**config.mk**
```make
export PLATFORM = sky130hd
export DESIGN_NAME = gdq_top
export DESIGN_NICKNAME = d
export VERILOG_FILES = /design/src/rtl/gdq_pkg.sv /design/src/rtl/gdq_sync2.sv /design/src/rtl/gdq_deglitch.sv /design/src/rtl/gdq_standby_seq.sv /design/src/rtl/gdq_top.sv
export SDC_FILE = /design/constraint.sdc
export NUM_CORES = 1
export LEC_CHECK = 0
export BUFFER_PORTS_ARGS = -buffer_cell sky130_fd_sc_hd__buf_2
export CAP_MARGIN = 20
export CORE_UTILIZATION = 60
export CTS_BUF_LIST = sky130_fd_sc_hd__clkbuf_4 sky130_fd_sc_hd__clkbuf_8
export DETAILED_ROUTE_END_ITERATION = 8
export PLACE_DENSITY = 0.88
export SLEW_MARGIN = 15
export SYNTH_ARGS = -nofsm -noshare
export SYNTH_HDL_FRONTEND = slang
export SYNTH_SLANG_ARGS = --single-unit
```
**constraint.sdc**
```tcl
create_clock -name clk_i -period 2.5 [get_ports clk_i]
set_clock_uncertainty 0.2 [all_clocks]
set_input_delay 0.125 -clock clk_i [delete_from_list [all_inputs] [get_ports clk_i]]
set_output_delay 0.125 -clock clk_i [all_outputs]
set_load 0.03 [all_outputs]
```
**src/rtl/gdq_pkg.sv**
```systemverilog
package gdq_pkg;
  typedef enum logic [2:0] {
    SQ_ACTIVE  = 3'd0,
    SQ_STANDBY = 3'd1,
    SQ_ARMED   = 3'd2,
    SQ_PULSE   = 3'd3,
    SQ_DELAY   = 3'd4
  } seq_state_t;
endpackage

```
**src/rtl/gdq_sync2.sv**
```systemverilog
module gdq_sync2 #(
  parameter int W = 2
) (
  input  logic         clk_i,
  input  logic         rst_ni,
  input  logic [W-1:0] d_i,
  output logic [W-1:0] q_o
);
  logic [W-1:0] meta_q;

  always_ff @(posedge clk_i) begin
    if (!rst_ni) begin
      meta_q <= '0;
      q_o    <= '0;
    end else begin
      meta_q <= d_i;
      q_o    <= meta_q;
    end
  end
endmodule

```
**src/rtl/gdq_deglitch.sv**
```systemverilog
module gdq_deglitch #(
  parameter int RUN_CYC = 5
) (
  input  logic clk_i,
  input  logic rst_ni,
  input  logic d_i,
  output logic q_o
);
  localparam int CW = (RUN_CYC < 2) ? 1 : $clog2(RUN_CYC);
  localparam logic [CW-1:0] RUN_LAST = CW'(RUN_CYC - 1);

  logic [CW-1:0] run_q;

  // A differing level must persist RUN_CYC cycles before it is taken.
  always_ff @(posedge clk_i) begin
    if (!rst_ni) begin
      q_o   <= 1'b0;
      run_q <= '0;
    end else if (d_i == q_o) begin
      run_q <= '0;
    end else if (run_q == RUN_LAST) begin
      q_o   <= d_i;
      run_q <= '0;
    end else begin
      run_q <= run_q + CW'(1);
    end
  end

  AST_FILT_HOLD: assert property (@(posedge clk_i) disable iff (!rst_ni)
    (d_i == q_o) |=> $stable(q_o));
endmodule

```
**src/rtl/gdq_standby_seq.sv**
```systemverilog
module gdq_standby_seq
  import gdq_pkg::*;
#(
  parameter int ENTER_CYC    = 70000,
  parameter int ARM_CYC      = 70,
  parameter int WAKE_MIN_CYC = 5000,
  parameter int RESUME_CYC   = 35000
) (
  input  logic clk_i,
  input  logic rst_ni,
  input  logic pos_i,
  input  logic neg_i,
  output logic gate_on_o,
  output logic standby_o,
  output logic force_safe_o
);
  localparam int MAX_AB = (ENTER_CYC > ARM_CYC) ? ENTER_CYC : ARM_CYC;
  localparam int MAX_CD = (RESUME_CYC > WAKE_MIN_CYC + 1) ? RESUME_CYC : WAKE_MIN_CYC + 1;
  localparam int MAXV   = (MAX_AB > MAX_CD) ? MAX_AB : MAX_CD;
  localparam int CW     = $clog2(MAXV + 1);
  localparam logic [CW-1:0] ENTER_LAST  = CW'(ENTER_CYC - 1);
  localparam logic [CW-1:0] ARM_LAST    = CW'(ARM_CYC - 1);
  localparam logic [CW-1:0] RESUME_LAST = CW'(RESUME_CYC - 1);
  localparam logic [CW-1:0] WAKE_MIN    = CW'(WAKE_MIN_CYC);

  seq_state_t    st_q, st_d;
  logic [CW-1:0] cnt_q, cnt_d;
  logic          both_hi;

  assign both_hi = pos_i & neg_i;

  always_comb begin
    st_d  = st_q;
    cnt_d = cnt_q;
    case (st_q)
      SQ_ACTIVE: begin
        if (!both_hi)                cnt_d = '0;
        else if (cnt_q == ENTER_LAST) begin st_d = SQ_STANDBY; cnt_d = '0; end
        else                         cnt_d = cnt_q + CW'(1);
      end
      SQ_STANDBY: begin
        if (both_hi)                 cnt_d = '0;
        else if (cnt_q == ARM_LAST)  begin st_d = SQ_ARMED; cnt_d = '0; end
        else                         cnt_d = cnt_q + CW'(1);
      end
      SQ_ARMED: begin
        if (both_hi) begin st_d = SQ_PULSE; cnt_d = CW'(1); end
      end
      SQ_PULSE: begin
        if (both_hi) begin
          if (cnt_q == ENTER_LAST)   begin st_d = SQ_STANDBY; cnt_d = '0; end
          else                       cnt_d = cnt_q + CW'(1);
        end else begin
          st_d  = (cnt_q > WAKE_MIN) ? SQ_DELAY : SQ_STANDBY;
          cnt_d = '0;
        end
      end
      SQ_DELAY: begin
        if (cnt_q == RESUME_LAST)    begin st_d = SQ_ACTIVE; cnt_d = '0; end
        else                         cnt_d = cnt_q + CW'(1);
      end
      default: begin st_d = SQ_ACTIVE; cnt_d = '0; end
    endcase
  end

  always_ff @(posedge clk_i) begin
    if (!rst_ni) begin
      st_q  <= SQ_ACTIVE;
      cnt_q <= '0;
    end else begin
      st_q  <= st_d;
      cnt_q <= cnt_d;
    end
  end

  assign gate_on_o    = (st_q == SQ_ACTIVE) & pos_i & ~neg_i;
  assign standby_o    = (st_q == SQ_STANDBY) | (st_q == SQ_ARMED) | (st_q == SQ_PULSE);
  assign force_safe_o = (st_q != SQ_ACTIVE);

  AST_ENTER_ON_BOTH: assert property (@(posedge clk_i) disable iff (!rst_ni)
    (st_q == SQ_STANDBY && $past(st_q) == SQ_ACTIVE) |-> $past(both_hi));
  AST_STBY_NO_GATE: assert property (@(posedge clk_i) disable iff (!rst_ni)
    standby_o |-> !gate_on_o);
  AST_WAKE_WINDOW: assert property (@(posedge clk_i) disable iff (!rst_ni)
    (st_q == SQ_DELAY && $past(st_q) == SQ_PULSE) |-> ($past(cnt_q) > WAKE_MIN && !$past(both_hi)));
  AST_RESUME_PATH: assert property (@(posedge clk_i) disable iff (!rst_ni)
    (st_q == SQ_ACTIVE && $past(st_q) != SQ_ACTIVE) |-> ($past(st_q) == SQ_DELAY));
endmodule

```
**src/rtl/gdq_top.sv**
```systemverilog
module gdq_top #(
  parameter int DEGLITCH_CYC = 5,
  parameter int ARM_CYC      = 70,
  parameter int WAKE_MIN_CYC = 5000,
  parameter int ENTER_CYC    = 70000,
  parameter int RESUME_CYC   = 35000
) (
  input  logic clk_i,
  input  logic rst_ni,
  input  logic in_pos_i,
  input  logic in_neg_i,
  output logic gate_on_o,
  output logic standby_o,
  output logic force_safe_o
);
  localparam int NIN = 2;

  logic [NIN-1:0] raw_in, sync_in, filt_in;

  assign raw_in = {in_neg_i, in_pos_i};

  gdq_sync2 #(.W(NIN)) u_sync (
    .clk_i (clk_i), .rst_ni(rst_ni), .d_i(raw_in), .q_o(sync_in)
  );

  for (genvar g = 0; g < NIN; g++) begin : g_filt
    gdq_deglitch #(.RUN_CYC(DEGLITCH_CYC)) u_filt (
      .clk_i(clk_i), .rst_ni(rst_ni), .d_i(sync_in[g]), .q_o(filt_in[g])
    );
  end

  gdq_standby_seq #(
    .ENTER_CYC(ENTER_CYC), .ARM_CYC(ARM_CYC),
    .WAKE_MIN_CYC(WAKE_MIN_CYC), .RESUME_CYC(RESUME_CYC)
  ) u_seq (
    .clk_i(clk_i), .rst_ni(rst_ni),
    .pos_i(filt_in[0]), .neg_i(filt_in[1]),
    .gate_on_o(gate_on_o), .standby_o(standby_o), .force_safe_o(force_safe_o)
  );

  AST_STBY_IS_SAFE: assert property (@(posedge clk_i) disable iff (!rst_ni)
    standby_o |-> force_safe_o);
endmodule

```
# After elaboration in Yosys (flattened, before gate mapping)
# Cells that the tools add are included.
[classes] n_reduce_logical=8 bitwise=9 mux=16 eq_ne=16 n_lt_le_gt_ge=1 add_sub_neg=3
[ops] operator="17-bit 2-to-1 mux" count=6
[ops] operator="17-bit one-hot mux with 4 select lines" count=1
[ops] operator="3-bit 2-to-1 mux" count=8
[ops] operator="17-bit by 1-bit adder with 17-bit output, second input constant" count=1
[ops] operator="17-bit by 16-bit equality test with 1-bit output, second input constant" count=1
[ops] operator="17-bit equality test, second input constant" count=1
[ops] operator="17-bit by 7-bit equality test with 1-bit output, second input constant" count=1
[ops] operator="17-bit by 13-bit greater-than comparator with 1-bit output, second input constant" count=1
[ops] operator="3-bit one-hot mux with 5 select lines" count=1
[ops] operator="3-bit equality test, second input constant" count=3
[ops] operator="2-bit by 1-bit != test with 1-bit output, second input constant" count=4
[ops] operator="3-bit by 1-bit adder with 3-bit output, second input constant" count=2
[ops] operator="3-bit by 2-bit equality test with 1-bit output, second input constant" count=2
[ops] operator="3-bit OR reduction" count=2
[ops] operator="5-bit AND reduction" count=1
[ops] operator="1-bit inverter" count=4
[ops] operator="2-bit AND reduction" count=2
[ops] operator="1-bit AND" count=3
[ops] operator="3-bit by 1-bit equality test with 1-bit output, second input constant" count=1
[ops] operator="3-bit logical NOT" count=1
[ops] operator="3-bit nonzero test" count=1
[ops] operator="1-bit equality test" count=2
[ops] operator="2-bit != test, second input constant" count=1
[ops] operator="1-bit bitwise OR" count=2
[ops] operator="2-bit OR reduction" count=1
[word_totals] input_bits=4 word_cells=61 output_inout_bits=3 regBits=32

# Logic depth before layout (Yosys ltp)
[depth] ltp_word=4 depth_mapped=9 ltp_nobuf=8

# Modules after synthesis
# From an unflattened synthesis, not the netlist that was laid out.
[hier_totals] cells_unflattened=191 hier_area_um2=1756.7
[modules_own_cells] module="gdq_standby_seq" cells_per_inst=145 instances=1 area_each_um2=1261.2
[modules_own_cells] module="gdq_deglitch" cells_per_inst=19 instances=2 area_each_um2=195.2
[modules_own_cells] module="gdq_sync2" cells_per_inst=8 instances=1 area_each_um2=105.1

# Least setup slack after synthesis
# Ideal clock, no wire load.
[synth_timing] kind="reg-to-reg" startpoint="register u_seq.cnt_q[4]" endpoint="register u_seq.cnt_q[9]" stages_incl_launch_ff=9 slack_ps=214 arrival_ps=1972 n_path_buf=2 setup_time_ps=115 cell_sequence="dfxtp_1 -> buf_6 -> or4_4 -> nor3_2 -> a211oi_1 -> or3_4 -> o21ai_4 -> buf_6 -> nor2_1"
[synth_via] elab_chain_cells=4
[synth_rtl] item="start, declared" line_no="gdq_standby_seq.sv:27" source="logic [CW-1:0] cnt_q, cnt_d;"
[synth_rtl] item="start signal, assigned" line_no="gdq_standby_seq.sv:72" source="cnt_q <= cnt_d;"
[synth_rtl] item="17-bit by 1-bit adder with 17-bit output (tied with other cells)"
[synth_rtl] item="17-bit 2-to-1 mux (on tied branches)" line_no="gdq_standby_seq.sv:38, gdq_standby_seq.sv:51, gdq_standby_seq.sv:43"
[synth_rtl] item="17-bit 2-to-1 mux (on tied branches)" line_no="gdq_standby_seq.sv:37, gdq_standby_seq.sv:42"
[synth_rtl] item="17-bit one-hot mux with 4 select lines *" line_no="gdq_standby_seq.sv:35" source="case (st_q)"
# Every way passes the cells marked *; elsewhere a longest branch is shown, timed or not.
# A chain may end at the register's enable or synchronous reset.

# Worst setup path in the final report
[layout_timing] startpoint="register u_seq.cnt_q[11]" endpoint="register u_seq.cnt_q[8]"
[layout_via] elab_chain_cells=4
[layout_rtl] item="17-bit equality test or 17-bit by 7-bit equality test with 1-bit output (tied branches)" line_no="gdq_standby_seq.sv:38, gdq_standby_seq.sv:51, gdq_standby_seq.sv:43"
[layout_rtl] item="17-bit 2-to-1 mux (on tied branches)" line_no="gdq_standby_seq.sv:38, gdq_standby_seq.sv:51, gdq_standby_seq.sv:43"
[layout_rtl] item="17-bit 2-to-1 mux (on tied branches)" line_no="gdq_standby_seq.sv:37, gdq_standby_seq.sv:42"
[layout_rtl] item="17-bit one-hot mux with 4 select lines *" line_no="gdq_standby_seq.sv:35"
# Marks and branches as above.

==> run metrics <==
status completed; Final Cycle Share 0.9901; ANT nets after route 0; Die ar. approximately 3000 sq um; initial antenna violation count 0; worst path cell trace or4_4 > nor3_2 > a211oi_1 > or3_4 > o21ai_4 > buf_12 > nor2_1; Worst-Margin Slew roughly 560 ps; Worst Path Required about 2500 ps; adder-cell share of the synthesized area 0.05158; DRT iter0 DRCs 80; Synth area leader dfxtp_1; crit path kind flip-flop to flip-flop; via count 1,493; Slew Viols, Final 0; CTS tree yes; Synth Flop Type dfxtp_1; clock buffer count from CTS 5; top cell type's share of synthesized area 0.3773; Top Ports 7; post-synthesis compound-gate area fraction 0.1209; flops & latches, synth 32; CP arrival between 2000 and 3000 ps; CP peak stage delay about 560 ps; max cap viols 0; most frequent cells in the layout dfxtp_1, nor2_1, nand2_1, and2_1; Skew-Pair Late Insertion Delay between 300 and 400 ps; Crit path buffers/inverters 1; HP Class flip-flop to flip-flop; mux cell area share after synthesis 0.01179; Core Region approximately 2600 sq um; WL final ~3700 um; synthesis-to-layout area growth 13.85%; Mean Syn Cell Area roughly 8.4 sq um; synth unique cells 47; synth top area cells dfxtp_1, nor2_1, ha_1, xor2_1, nand2_1; CTS H-Tree Depth 2; net count after synthesis approximately 210; clock tree sinks 32; crit start category flip-flop; Placed Area between 1500 and 2000 sq um; GRT Residual Overflow 0; R2R cell count 7; synth warn 0; CTS clock-pin slew for the worst setup and hold paths approximately 100 ps; crit path time final between 2000 and 2500 ps; Post-synth EDFFs 0; Async S/R FF share, synth 0; fin area just under 2000 sq um; Peak VDD IR between 0.4 and 0.5 mV; Slew HR 0.6273; Gate Count Post-Synth 203; register area share after synthesis 0.3773; WL/cell about 15 um; setup_tns 0 ps; initial core utilization 0.6613; layout cell share with drive strength beyond 1 0.1372; P per Cell Area roughly 440 nW/um^2; largest family of logic cells by synthesized area simple AND/OR/NAND/NOR gates; Worst path slowest cell or4_4; maximum buffer depth of the clock tree 2; depth of the worst hold-timing path 1; Buffers on Ports 6; number of diodes 0; mapped cell area about 1700 sq um; commonest non-fill, non-tap cell in the layout dfxtp_1; unrepaired setup endpoints after global routing no; Synth Area in Simple Gates 0.3191; f_max between 0.4 and 0.5 GHz; Die Width 55.20 um; largest net degree at the start of global routing 17; GRT Total Usage 0.2948; DRT Pass-1 Iters 4; first-pass GRT wire length 6092 um; CP Capture Type flip-flop; Final Util 0.7529; RD Place Congestion between 0.9 and 1; Final setup viols 0; LEAKAGE between 0.0007 and 0.0008 uW; DP Wirelength 2735 um; root buf cell clkbuf_4; DRC errors left 0; die height approximately 55 um; final hold violation count 0; vias in the first global route 1,375; fin nets 236; post-synthesis xor/xnor area fraction 0.07738; Via density between 5 and 6; CP max FO 13; row count 18; Levels on crit path 7; CP top delay family simple AND/OR/NAND/NOR gates
==> cells by family after synthesis <==
| logic type | Yosys count |
|---|---|
| flops | 32 |
| mux | 2 |
| buf+inv | 15 |
| simple gates | 104 |
| compound gates | 28 |
| xor+xnor | 15 |
| fa+ha+maj | 7 |
==> final timing paths <==
path,start,to,slack [ps]
max,u_seq.cnt_q[11],u_seq.cnt_q[8],20
max reg2reg,u_seq.cnt_q[11],u_seq.cnt_q[8],20
min,u_sync.meta_q[1],u_sync.q_o[1],240
min reg2reg,u_sync.meta_q[1],u_sync.q_o[1],240
==> where the power goes <==
part / internal (uW) / switching (uW) / total (uW)
sequential: 513 / 1.77 / 515
clock: 134 / 179 / 313
combinational: 11.9 / 9.16 / 21.1
==> what timing repair did <==
action / CTS / global route
hold buffers: 5 / 0
cloned: 0 / 0
pin swaps: 1 / 0
endpoints found under the hold margin: 14 / 0
endpoints found under the setup margin: 1 / 1
resized for setup: 0 / 1
setup buffers: 1 / 0
==> through the flow <==
stage | hold WS, ps | power (uW) | setup slack, ps | std cells
after floorplan | 52.29 | 536.0 | 213.5 | 203
after global placement | 129.9 | 540.9 | 63.60 | 242
after detailed placement | 138.5 | 542.1 | 8.783 | 242
after CTS | 240.1 | 857.6 | 57.55 | 256
after global routing | 268.9 | 875.7 | 5.548 | 256
final | 241.3 | 849.1 | 24.70 | 256
==> layout make-up <==
type | count | area, sq um
multi-input combinational | 156 | 992.2
sequential | 32 | 640.6
fill | 202 | 634.4
timing repair buffer | 21 | 167.7
clock buffer | 6 | 51.30
tap | 30 | 37.54
inverter | 9 | 33.78
clock inverter | 2 | 10.01
==> metal layers <==
layer / global-route usage / up-vias / wire length [um]
met1: 0.3537 / 664 / 1637
li1: - / 746 / -
met5: 0 / - / 0
met2: 0.4880 / 66 / 1699
met3: 0.07650 / 17 / 268
met4: 0.1375 / 0 / 126
==> synthesized netlist by cell type, types with 2 or more instances <==
cell type	n
dfxtp_1	32
nor2_1	31
nand2_1	18
and2_1	10
inv_1	9
nand3_1	9
xor2_1	9
nor3_1	8
ha_1	7
a21oi_1	6
xnor2_1	6
nor4_1	5
clkbuf_1	4
o21ai_0	4
a21boi_0	3
nand2b_1	3
a2111oi_0	2
and3_1	2
buf_6	2
mux2i_1	2
nand4_1	2
nand4b_1	2
nor3b_1	2
or2_2	2
==> worst register-to-register path: stages, from the launching register on <==
cell and delay [ps]:
dfxtp_1 400, or4_4 560, nor3_2 210, a211oi_1 160, or3_4 480, o21ai_4 180, buf_12 140, nor2_1 60
==> state kept, by name, summed over array words and instances, names as in the netlist <==
signal / cells
g_filt.u_filt.run_q: 6
u_sync.q_o: 2
g_filt.u_filt.q_o: 2
u_sync.meta_q: 2
u_seq.cnt_q: 17
u_seq.st_q: 3
(Power assumes the default switching activity.)
